[src/rtl/pwe_pkg.sv]
package pwe_pkg;

    typedef enum logic [2:0] {
        ST_IDLE  = 3'd0,
        ST_LEAD  = 3'd1,
        ST_PAUSE = 3'd2,
        ST_MARK  = 3'd3,
        ST_CLOSE = 3'd4
    } pwe_state_e;

endpackage

[src/rtl/pwe_due.sv]
module pwe_due #(
    parameter int TS_W = 32
) (
    input  logic [TS_W-1:0] now_i,
    input  logic [TS_W-1:0] deadline_i,
    output logic            due_o
);

    logic signed [TS_W-1:0] gap;

    // Modular difference: the deadline is reached once now is not behind it.
    always_comb begin
        gap   = $signed(now_i - deadline_i);
        due_o = (gap >= 0);
    end

endmodule

[src/rtl/pwe_interval.sv]
module pwe_interval #(
    parameter int TS_W       = 32,
    parameter int TICKS_GAP  = 330,
    parameter int TICKS_PAUSE = 30,
    parameter int TICKS_ONE  = 150,
    parameter int TICKS_ZERO = 90
) (
    input  logic            tx_bit_i,
    output logic [TS_W-1:0] gap_ticks_o,
    output logic [TS_W-1:0] pause_ticks_o,
    output logic [TS_W-1:0] mark_ticks_o
);

    localparam int MARK_ONE  = TICKS_ONE - TICKS_PAUSE;
    localparam int MARK_ZERO = TICKS_ZERO - TICKS_PAUSE;

    assign gap_ticks_o   = TS_W'(TICKS_GAP);
    assign pause_ticks_o = TS_W'(TICKS_PAUSE);
    assign mark_ticks_o  = tx_bit_i ? TS_W'(MARK_ONE) : TS_W'(MARK_ZERO);

endmodule

[src/rtl/pwe_bit_pick.sv]
module pwe_bit_pick #(
    parameter int FRAME_W = 32,
    parameter int LEN_W   = 6
) (
    input  logic [FRAME_W-1:0] word_i,
    input  logic [LEN_W-1:0]   idx_i,
    input  logic               ks_i,
    output logic               tx_bit_o
);

    logic [FRAME_W-1:0] hit;

    for (genvar g = 0; g < FRAME_W; g++) begin : g_sel
        assign hit[g] = word_i[g] & (idx_i == LEN_W'(g));
    end

    // Whitening: data bit XOR current keystream bit.
    assign tx_bit_o = (|hit) ^ ks_i;

endmodule

[src/rtl/pause_width_tx.sv]
module pause_width_tx
    import pwe_pkg::*;
#(
    parameter int TS_W        = 32,
    parameter int FRAME_W     = 32,
    parameter int LEN_W       = $clog2(FRAME_W + 1),
    parameter int TICKS_GAP   = 330,
    parameter int TICKS_PAUSE = 30,
    parameter int TICKS_ONE   = 150,
    parameter int TICKS_ZERO  = 90
) (
    input  logic               clk,
    input  logic               rst_n,
    input  logic [TS_W-1:0]    tick_now,
    input  logic               start,
    input  logic [FRAME_W-1:0] frame_word,
    input  logic [LEN_W-1:0]   frame_len,
    input  logic               ks_bit,
    input  logic [TS_W-1:0]    frame_end_in,
    output logic               carrier_off,
    output logic               ks_step,
    output logic [TS_W-1:0]    frame_end_out,
    output logic               done
);

    localparam logic [LEN_W-1:0] LEN_MAX = LEN_W'(FRAME_W);

    typedef struct packed {
        pwe_state_e         state;
        logic [FRAME_W-1:0] word;
        logic [LEN_W-1:0]   len;
        logic [LEN_W-1:0]   idx;
        logic               tx_bit;
        logic [TS_W-1:0]    deadline;
        logic [TS_W-1:0]    frame_end;
        logic               carrier_off;
        logic               ks_step;
        logic               done;
    } ctl_t;

    ctl_t ctl_d, ctl_q;

    logic               due;
    logic [LEN_W-1:0]   sym_idx_d;
    logic               sym_last_d;
    logic               sym_bit_d;
    logic [LEN_W-1:0]   len_clamped_d;
    logic [TS_W-1:0]    gap_ticks, pause_ticks, mark_ticks;

    // Index of the symbol that would begin now, and whether the data is used up.
    always_comb begin
        sym_idx_d     = (ctl_q.state == ST_MARK) ? ctl_q.idx + LEN_W'(1) : '0;
        sym_last_d    = (sym_idx_d == ctl_q.len);
        len_clamped_d = (frame_len > LEN_MAX) ? LEN_MAX : frame_len;
    end

    pwe_due #(.TS_W(TS_W)) i_due (
        .now_i      (tick_now),
        .deadline_i (ctl_q.deadline),
        .due_o      (due)
    );

    pwe_interval #(
        .TS_W        (TS_W),
        .TICKS_GAP   (TICKS_GAP),
        .TICKS_PAUSE (TICKS_PAUSE),
        .TICKS_ONE   (TICKS_ONE),
        .TICKS_ZERO  (TICKS_ZERO)
    ) i_interval (
        .tx_bit_i      (ctl_q.tx_bit),
        .gap_ticks_o   (gap_ticks),
        .pause_ticks_o (pause_ticks),
        .mark_ticks_o  (mark_ticks)
    );

    pwe_bit_pick #(.FRAME_W(FRAME_W), .LEN_W(LEN_W)) i_pick (
        .word_i   (ctl_q.word),
        .idx_i    (sym_idx_d),
        .ks_i     (ks_bit),
        .tx_bit_o (sym_bit_d)
    );

    always_comb begin
        ctl_d         = ctl_q;
        ctl_d.ks_step = 1'b0;
        ctl_d.done    = 1'b0;
        unique case (ctl_q.state)
            ST_IDLE: begin
                if (start) begin
                    ctl_d.state    = ST_LEAD;
                    ctl_d.word     = frame_word;
                    ctl_d.len      = len_clamped_d;
                    ctl_d.idx      = '0;
                    ctl_d.deadline = frame_end_in + gap_ticks;
                end
            end
            ST_LEAD, ST_MARK: begin
                if (due) begin
                    ctl_d.carrier_off = 1'b1;
                    ctl_d.deadline    = ctl_q.deadline + pause_ticks;
                    if (sym_last_d) begin
                        ctl_d.state = ST_CLOSE;
                    end else begin
                        ctl_d.state   = ST_PAUSE;
                        ctl_d.idx     = sym_idx_d;
                        ctl_d.tx_bit  = sym_bit_d;
                        ctl_d.ks_step = 1'b1;
                    end
                end
            end
            ST_PAUSE: begin
                if (due) begin
                    ctl_d.state       = ST_MARK;
                    ctl_d.carrier_off = 1'b0;
                    ctl_d.deadline    = ctl_q.deadline + mark_ticks;
                end
            end
            ST_CLOSE: begin
                if (due) begin
                    ctl_d.state       = ST_IDLE;
                    ctl_d.carrier_off = 1'b0;
                    ctl_d.done        = 1'b1;
                    ctl_d.frame_end   = ctl_q.deadline;
                end
            end
            default: ctl_d.state = ST_IDLE;
        endcase
    end

    always_ff @(posedge clk) begin
        if (!rst_n) ctl_q <= '0;
        else        ctl_q <= ctl_d;
    end

    assign carrier_off   = ctl_q.carrier_off;
    assign ks_step       = ctl_q.ks_step;
    assign frame_end_out = ctl_q.frame_end;
    assign done          = ctl_q.done;

    p_done_pulse_r7: assert property (@(posedge clk) disable iff (!rst_n)
        done |=> !done);

    p_done_carrier_on_r7: assert property (@(posedge clk) disable iff (!rst_n)
        done |-> !carrier_off);

    p_ks_in_pause_r6: assert property (@(posedge clk) disable iff (!rst_n)
        ks_step |-> carrier_off);

    p_ks_pulse_r6: assert property (@(posedge clk) disable iff (!rst_n)
        ks_step |=> !ks_step);

    p_end_stable_r8: assert property (@(posedge clk) disable iff (!rst_n)
        !done |-> $stable(frame_end_out));

endmodule

[config.mk]
export PLATFORM = sky130hd
export DESIGN_NAME = pause_width_tx
export DESIGN_NICKNAME = d
export VERILOG_FILES = /design/src/rtl/pwe_pkg.sv /design/src/rtl/pwe_due.sv /design/src/rtl/pwe_interval.sv /design/src/rtl/pwe_bit_pick.sv /design/src/rtl/pause_width_tx.sv
export SDC_FILE = /design/constraint.sdc
export NUM_CORES = 1
export LEC_CHECK = 0
export ABC_AREA = 0
export ABC_CLOCK_PERIOD_IN_PS = 3560
export BUFFER_PORTS_ARGS = -buffer_cell sky130_fd_sc_hd__buf_4
export CAP_MARGIN = 25
export CORE_UTILIZATION = 45
export CTS_CLUSTER_DIAMETER = 150
export CTS_CLUSTER_SIZE = 8
export DETAILED_ROUTE_END_ITERATION = 8
export PLACE_DENSITY = 0.74
export SLEW_MARGIN = 20
export SYNTH_ARGS = -nofsm -noshare
export SYNTH_HDL_FRONTEND = slang
export SYNTH_SLANG_ARGS = --single-unit
[constraint.sdc]
create_clock -name clk -period 3.56 [get_ports clk]
set_input_delay 0.89 -clock clk [delete_from_list [all_inputs] [get_ports clk]]
set_output_delay 0.89 -clock clk [all_outputs]
set_load 0.01 [all_outputs]
---- Word-level counts from Yosys, hierarchy flattened ----
Cells that the tools add are included.
cells by class
  $add $sub $neg .......................... 5
  multiply operators ...................... 0
  divide/modulo/power cells ............... 0
  order comparisons ....................... 2
  eq/ne operators ......................... 41
  shift-type cells ........................ 0
  muxes and demuxes ....................... 21
  bitwise operators ....................... 34
  reductions and logical operators ........ 16
operators by type and width
  cell                                                                     count
  6-bit by 5-bit == test with 1-bit output (second input constant)         16
  32-bit case mux with 3 select lines                                      1
  32-bit two-way mux                                                       2
  6-bit by 4-bit == test with 1-bit output (second input constant)         8
  47-bit two-way mux                                                       1
  39-bit two-way mux                                                       1
  32-bit by 5-bit adder with 32-bit output (second input constant)         1
  32-bit by 7-bit adder with 32-bit output                                 1
  32-bit by 9-bit adder with 32-bit output (second input constant)         1
  1-bit AND                                                                32
  32-bit by 1-bit >= comparator with 1-bit output (second input constant)  1
  32-bit OR reduction                                                      1
  32-bit subtractor                                                        1
  6-bit by 3-bit == test with 1-bit output (second input constant)         4
  4-bit AND reduction                                                      4
  7-bit two-way mux                                                        2
  6-bit by 2-bit == test with 1-bit output (second input constant)         2
  3-bit two-way mux                                                        4
  6-bit two-way mux                                                        2
  3-bit case mux with 4 select lines                                       1
  6-bit case mux with 2 select lines                                       1
  2-bit inequality test (second input constant)                            5
  6-bit by 1-bit adder with 6-bit output (second input constant)           1
  3-bit by 2-bit == test with 1-bit output (second input constant)         2
  other kinds (17)                                                         24
word-level totals
  flip-flop bits (word level) ............. 115
  bits in latches ......................... 0
  RAM bits ................................ 0
  ROM bits ................................ 0
  input port bits ......................... 106
  word-level logic and storage cells ...... 129
  memories ................................ 0

---- Logic depth before layout (Yosys ltp) ----
Gate-level depths: netlist of the first run.
  depth in word-level cells ............... 9
  gate-level depth with buffers ........... 15
  mapped depth without buffers ............ 12

---- Hierarchy ----
From an unflattened synthesis of the first run, not the netlist that was laid out.
second synthesis, totals
  cells, all modules ...................... 1549
  area, all modules ....................... 11668.7 µm²
modules (own cells, without submodules)
  module          instances  cells each  area an instance (µm²)  seq. area each (µm²)
  pause_width_tx  1          1286        9731.8                  2302.2
  pwe_due         1          109         802.0                   0.0
  pwe_interval    1          98          724.4                   0.0
  pwe_bit_pick    1          56          410.4                   0.0

---- Worst setup path before layout of the first run ----
OpenSTA, ideal clock, no wires.
  path kind ............................... input port to flip-flop
  from .................................... in tick_now[29]
  to ...................................... reg ctl_q[58] (netlist name)
  data arrival time ....................... 2.977 ns
  data required time ...................... 3.441 ns
  slack ................................... 0.464 ns
  cell stages on the path ................. 10
  path through ............................ ha_1 -> nand4_2 -> nor4_2 -> a21bo_2 -> and3_4 -> xor2_2 -> buf_6 -> a21o_4 -> buf_6 -> o221a_1
on the way
  cells in the longest elaborated chain, start to end .. 4
  elaborated cells between the ends (all ways) .. 5
  those cells by class .................... 1 x add/sub; 1 x order compare; 2 x eq/ne; 1 x reduce/logical
RTL lines
  item                                               line                   text
  start: declaration                                 pause_width_tx.sv:14   input logic [TS_W-1:0] tick_now,
  32-bit subtractor *                                pwe_due.sv:13          gap = $signed(now_i - deadline_i);
  32-bit by 1-bit >= comparator with 1-bit output *  pwe_due.sv:14          due_o = (gap >= 0);
  2-bit inequality test (no source line)             -
  4-bit AND reduction (no source line) *             -
  end signal: assignment                             pause_width_tx.sv:132  else ctl_q <= ctl_d;
  end: declaration                                   pause_width_tx.sv:41   ctl_t ctl_d, ctl_q;
Mark *: on every way between the ends. The rest lies on a longest branch, timed or not.
A chain may end at the register's enable or synchronous reset.

---- Worst setup path in the final report of the first run ----
  from .................................... reg ctl_q[54] (netlist name)
  to ...................................... reg ctl_q[61] (netlist name)
on the way
  cells in the longest elaborated chain, start to end .. 4
  elaborated cells between the ends (all ways) .. 10
  those cells by class .................... 3 x add/sub; 1 x order compare; 2 x eq/ne; 3 x mux; 1 x reduce/logical
RTL lines
  item                                             line
  32-bit subtractor                                pwe_due.sv:13
  32-bit by 1-bit >= comparator with 1-bit output  pwe_due.sv:14
  2-bit inequality test (no source line)           -
  4-bit AND reduction (no source line)             -
Parallel ways exist; a longest one is shown, timed or not. The select of a mux whose other input is x is not followed.

==> run summary, run 1 <==
Post-CTS Resized: 0
Critical Path AT: 3460 ps
Synth Register Bits: 115
syn avg cell area: 7.434 sq um
period utilization: 88.65%
Post-DP Area: 0.008935 sq mm
# IOs: 141
synth-to-layout area growth: 21.86%
status: complete, no violations
dominant synthesized flop cell: dfxtp_1
Post-DP HPWL: 17,710 um
IO buf count: 140
post-synthesis xor/xnor area fraction: 6.685%
main combinational cell family by area after synthesis: simple AND/OR/NAND/NOR gates
Cell Rows: 47
final-report max-slew violation count: 0
Layout Nets: 1,299
DR vias/cell: 5.786
Adder-Cell Fraction of Synth Area: 5.903%
# hold bufs at CTS: 0
ant diodes: 0
Initial Utilization: 46.63%
sequential area share after synthesis: 29.36%
All-Layer GR Usage: 27.01%
cells after synthesis: 1,055
worst-margin pin slew: 981.0 ps
critical path required time: 3860 ps
TritonCTS clock tree: done
most frequent cells in the layout: nand2_1 (194), buf_4 (175), a21oi_1 (132)
Synth Net Count: 1,198
DR DRC count: 0
number of global-route vias before repair: 7,531
Final Hold Viols: 0
Die Footprint: 0.01796 sq mm
1st-iter DRT viols: 820
register area: 0.002302 sq mm
Compound-Gate Fraction of Synth Area: 22.40%
Setup Crit Path Kind: reg2reg
mux contribution to synthesized area: 0.7977%
WHS: 452.6 ps
TNS Setup: 0 ps
Area contributors post-synth: dfxtp_1 (29%), nand2_1 (9.3%), a21oi_1 (8.4%)
Setup violations, final: 0
wire per inst: 17.38 um
antenna violations before repair: 0
TritonCTS buffer count: 17
RSZ-0062 raised after global routing: false
GPL Wtd Cong: 0.9102
area of the mapped netlist: 0.007843 sq mm
Clock Skews: 11.90 ps
setup bufs post-CTS: 0
via count: 8,037
number of distinct library cells after synthesis: 84
H-tree levels: 4
Crit. End Element: register
largest net degree at the start of global routing: 48
final WL: 24,150 um
Pleak: 3.617 nW
area of the multi-input gates: 0.004826 sq mm
maxcap violations: 0
worst-path fanout max: 21
Post-synth EDFFs: 0
IR drop worst, VDD: 0.4153 mV
first-pass GRT wire length: 38,450 um
later-pin clock latency in the skew report: 420 ps
Synth top area share: 29.36%
share of cells above drive strength 1: 20.53%
register clock-pin slew on the reported worst setup and hold paths: 60 ps
area leader, netlist: dfxtp_1
Hold Crit Class: reg2reg
clk buf depth: 2
CTS root buf: clkbuf_16
DR pass1 iterations: 5
Die Height: 134.0 um
Ys Warns: 0
Max-slew headroom: 34.60%
Core Area: 0.01682 sq mm
Critical Path Start Type: register
GR Overflow Total: 0
Final Cell Area: 0.009557 sq mm
Filler Cells Inserted: 1,586
FMAX: 316.9 MHz
Die W: 134.0 um
commonest non-fill, non-tap cell in the layout: nand2_1
async set-reset flop share out of synthesis: 0%
post-layout min period: 3156 ps
PD cells: 668.2 mW/mm^2
simple-gate portion of the synthesized area: 25.54%
ANT nets after route: 0
CTS sink count: 115
[final cells by class]
type	count	area share [%]
clock inverter	11	1.584
sequential	115	24.09
timing repair buffer	178	14.38
inverter	42	1.650
tap	220	2.880
multi-input combinational	802	50.50
clock buffer	21	4.923
[state kept, by name, summed over array words and instances, names as in the netlist]
name           cells
frame_end_out     32
carrier_off        1
ctl_q             80
ks_step            1
done               1
[cells in the mapped netlist (19+ instances only)]
library cell and n:
nand3_1 37, buf_4 39, xnor2_1 39, ha_1 37
nor3_1 25, nand2_1 194, a21oi_1 132, inv_1 41
o21ai_0 54, dfxtp_1 115, nor2_1 59, xor2_1 19
nand4_1 21, clkbuf_1 33
[cells by family after synthesis]
group                    after synthesis
adder cells (fa/ha/maj)               37
XOR/XNOR                              59
AO/OA/AOI/OAI                        287
buffers and inverters                138
flip-flops                           115
multiplexers                           6
AND/OR/NAND/NOR                      413
[worst max-delay path: stages, from the launching register on]
cell and delay (ps):
dfxtp_1 540, inv_1 200, ha_1 320, nand4_1 140
nor4_2 310, a21bo_2 270, and3_4 180, xor2_2 210
buf_4 210, a21o_4 300, nand3_1 110, o221a_1 240
[layer usage]
metal  track usage [%]  vias to the layer above  wire length, um
met1             37.92                     3731            11010
met4             11.42                        0              661
met3             4.044                       50             1693
li1                  -                     3914                -
met5                 0                        -                0
met2             41.05                      342            10780
[power breakdown]
part	internal [W]	switching (W)
Combinational	0.00106	0.00174
Clock	0.00116	0.000633
Sequential	0.00153	0.000262
[stage by stage]
step	cells	power (W)	worst slack (ps)	utilization [%]
2_1_floorplan	1055	0.003659	464.4	-
3_3_place_gp	1357	0.004476	123.5	53.12
3_5_place_dp	1357	0.004528	44.95	53.12
4_1_cts	1389	0.006324	416.8	56.82
5_1_grt	1389	0.006734	189.5	56.82
6_report	1389	0.006386	404.2	56.82
[worst paths after layout]
path / from / end / slack [ps] / cells past startpoint
setup reg to reg: ctl_q[54] / ctl_q[61] / 400 / 11
setup / recovery: ctl_q[54] / ctl_q[61] / 400 / 11
hold reg to reg: frame_end_out[3] / frame_end_out[3] / 450 / 2
hold / removal: frame_end_out[3] / frame_end_out[3] / 450 / 2
(Power assumes the default switching activity.)
==> run 2, diff against run 1 <==
--- a/config.mk
+++ b/config.mk
@@ -13,7 +13,7 @@
 export CTS_CLUSTER_DIAMETER = 150
 export CTS_CLUSTER_SIZE = 8
 export DETAILED_ROUTE_END_ITERATION = 8
-export PLACE_DENSITY = 0.74
+export PLACE_DENSITY_LB_ADDON = 0.05
 export SLEW_MARGIN = 20
 export SYNTH_ARGS = -nofsm -noshare
 export SYNTH_HDL_FRONTEND = slang
==> run 2 against run 1 <==
Non-clock buffer count increased by 10. Wire length increased by 0.56%. Fmax decreased by 1.9%. Final area increased by 0.24%. Critical endpoint is now ctl_q[55]. Sequential share of layout area decreased by 0.057 points. Cell count increased by 0.72%. Critical path type unchanged. Setup slack got worse by 60 ps.
==> run summary, run 2 (synthesized netlist as in run 1, its figures left out) <==
synth-to-layout area growth: 22.14%
critical path required time: 3910 ps (+50 ps)
wire per inst: 17.36 um (-0.16%)
Clock Skews: 9.158 ps (-2.744 ps)
1st-iter DRT viols: 676 (-18%)
setup bufs post-CTS: 0 (unchanged)
Max-slew headroom: 49.59% (+15 points)
period utilization: 90.33% (+1.7 points)
ant diodes: 0 (unchanged)
H-tree levels: 4 (unchanged)
Die W: 134.0 um (unchanged)
later-pin clock latency in the skew report: 430 ps (about the same)
antenna violations before repair: 0 (unchanged)
# IOs: 141 (unchanged)
# hold bufs at CTS: 0 (unchanged)
CP Buf/Inv Count: 2 (unchanged)
TNS Setup: 0 ps (unchanged)
TritonCTS clock tree: done
first-pass GRT wire length: 38,120 um (-0.86%)
Critical Path AT: 3570 ps (+110 ps)
CP peak stage delay: 490 ps (-50 ps)
maxcap violations: 0 (unchanged)
Core Area: 0.01682 sq mm (unchanged)
Die Footprint: 0.01796 sq mm (unchanged)
FMAX: 311.0 MHz (-1.9%)
CP max stage cell: dfxtp_1
DR pass1 iterations: 5 (unchanged)
Pleak: 3.640 nW (+0.62%)
Layout Nets: 1,309 (+0.77%)
Setup Crit Path Kind: reg2reg
most frequent cells in the layout: nand2_1 (194), buf_4 (184), a21oi_1 (132)
Hold Crit Class: reg2reg
worst-path fanout max: 8 (-62%)
fin util: 56.96% (+0.13 points)
register clock-pin slew on the reported worst setup and hold paths: 60 ps (about the same)
clk buf depth: 2 (unchanged)
All-Layer GR Usage: 27.31% (+0.30 points)
TritonCTS buffer count: 17 (unchanged)
Die Height: 134.0 um (unchanged)
worst-margin pin slew: 755.0 ps (-226.0 ps)
GR Overflow Total: 0 (unchanged)
CP top delay family: compound AO/OA/AOI/OAI gates
Place WS: 14.98 ps (-29.97 ps)
Filler Cells Inserted: 1,685 (+6.2%)
Final Hold Viols: 0 (unchanged)
commonest non-fill, non-tap cell in the layout: nand2_1
area of the multi-input gates: 0.004826 sq mm (unchanged)
Most flops, register: ctl_q
Post-DP HPWL: 17,930 um (+1.2%)
Initial Utilization: 46.63% (unchanged)
DR DRC count: 0 (unchanged)
WHS: 452.7 ps (+0.1730 ps)
RSZ-0062 raised after global routing: false
DR vias/cell: 5.674 (-1.9%)
CTS root buf: clkbuf_16
IO buf count: 140 (unchanged)
IR drop worst, VDD: 0.4686 mV (+13%)
largest net degree at the start of global routing: 46 (-4.2%)
share of cells above drive strength 1: 21.12% (+0.59 points)
via count: 7,938 (-1.2%)
final-report max-slew violation count: 0 (unchanged)
Cell Rows: 47 (unchanged)
CTS sink count: 115 (unchanged)
cell breakdown of the critical path: inv_1, ha_1, nand4_1, nor3_1, a221oi_1, and4b_1, a211o_1, buf_4, a21oi_1, nor3_1, o21ai_0, a21oi_1
register area: 0.002302 sq mm (unchanged)
max FFs per register: 80 (unchanged)
final WL: 24,280 um (+0.56%)
Post-CTS Resized: 0 (unchanged)
GPL Wtd Cong: 0.9276 (+1.9%)
post-route setup slack: 344.4 ps (-59.80 ps)
Crit. End Element: register
status: complete, no violations
PD cells: 651.5 mW/mm^2 (-2.5%)
number of global-route vias before repair: 7,145 (-5.1%)
post-layout min period: 3216 ps (+59.80 ps)
Setup violations, final: 0 (unchanged)
Critical Path Start Type: register
ANT nets after route: 0 (unchanged)
run 2: changes by cell type in the layout (fill, tap and decap cells not counted), sizes merged:
cell    previous run  this run
inv               43        42
clkbuf            21        20
buf              178       188
bufinv             3         1
clkinv             3         7
run 2: path summary, 6_finish.rpt:
kind	start	to	slack, ps	cells after the start
worst max register to register	ctl_q[61]	ctl_q[55]	340	12
worst min register to register	ctl_q[107]	ctl_q[107]	450	2
worst max-delay path	ctl_q[61]	ctl_q[55]	340	12
worst min-delay path	ctl_q[107]	ctl_q[107]	450	2
run 2: tightest hold or removal path: cells and delay by family (launching register included):
family | cells | cell delay (ps)
AOI/OAI and AO/OA | 1 | 50
and+or+nand+nor | 1 | 50
DFF | 1 | 300
run 2: report_power, final:
group,switching [W],total (W),internal [W]
clock network,0.000647,0.00162,0.000975
logic,0.00175,0.00287,0.00111
registers,0.000219,0.00175,0.00153
run 2: per-layer routing:
| metal | track usage, % | vias up | share of wire [%] |
|---|---|---|---|
| met5 | 0 | - | 0 |
| li1 | - | 3936 | - |
| met4 | 10.61 | 0 | 2.4 |
| met2 | 40.59 | 311 | 43 |
| met3 | 4.195 | 40 | 6.6 |
| met1 | 39.37 | 3651 | 48 |
run 2: final cells by class:
type | instances | share of cell area (%)
multi-input combinational | 802 | 50.38
tap | 220 | 2.874
inverter | 42 | 1.646
timing repair buffer | 188 | 15.26
clock buffer | 20 | 4.663
sequential | 115 | 24.03
clock inverter | 12 | 1.149
run 2: per-stage QoR:
step | total power, W | std cells | instance area (sq um)
6_report | 0.006241 | 1399 | 9579
5_1_grt | 0.006618 | 1399 | 9579
4_1_cts | 0.006216 | 1399 | 9579
3_5_place_dp | 0.004588 | 1367 | 9022
3_3_place_gp | 0.004587 | 1367 | 9022
2_1_floorplan | 0.003659 | 1055 | 7843
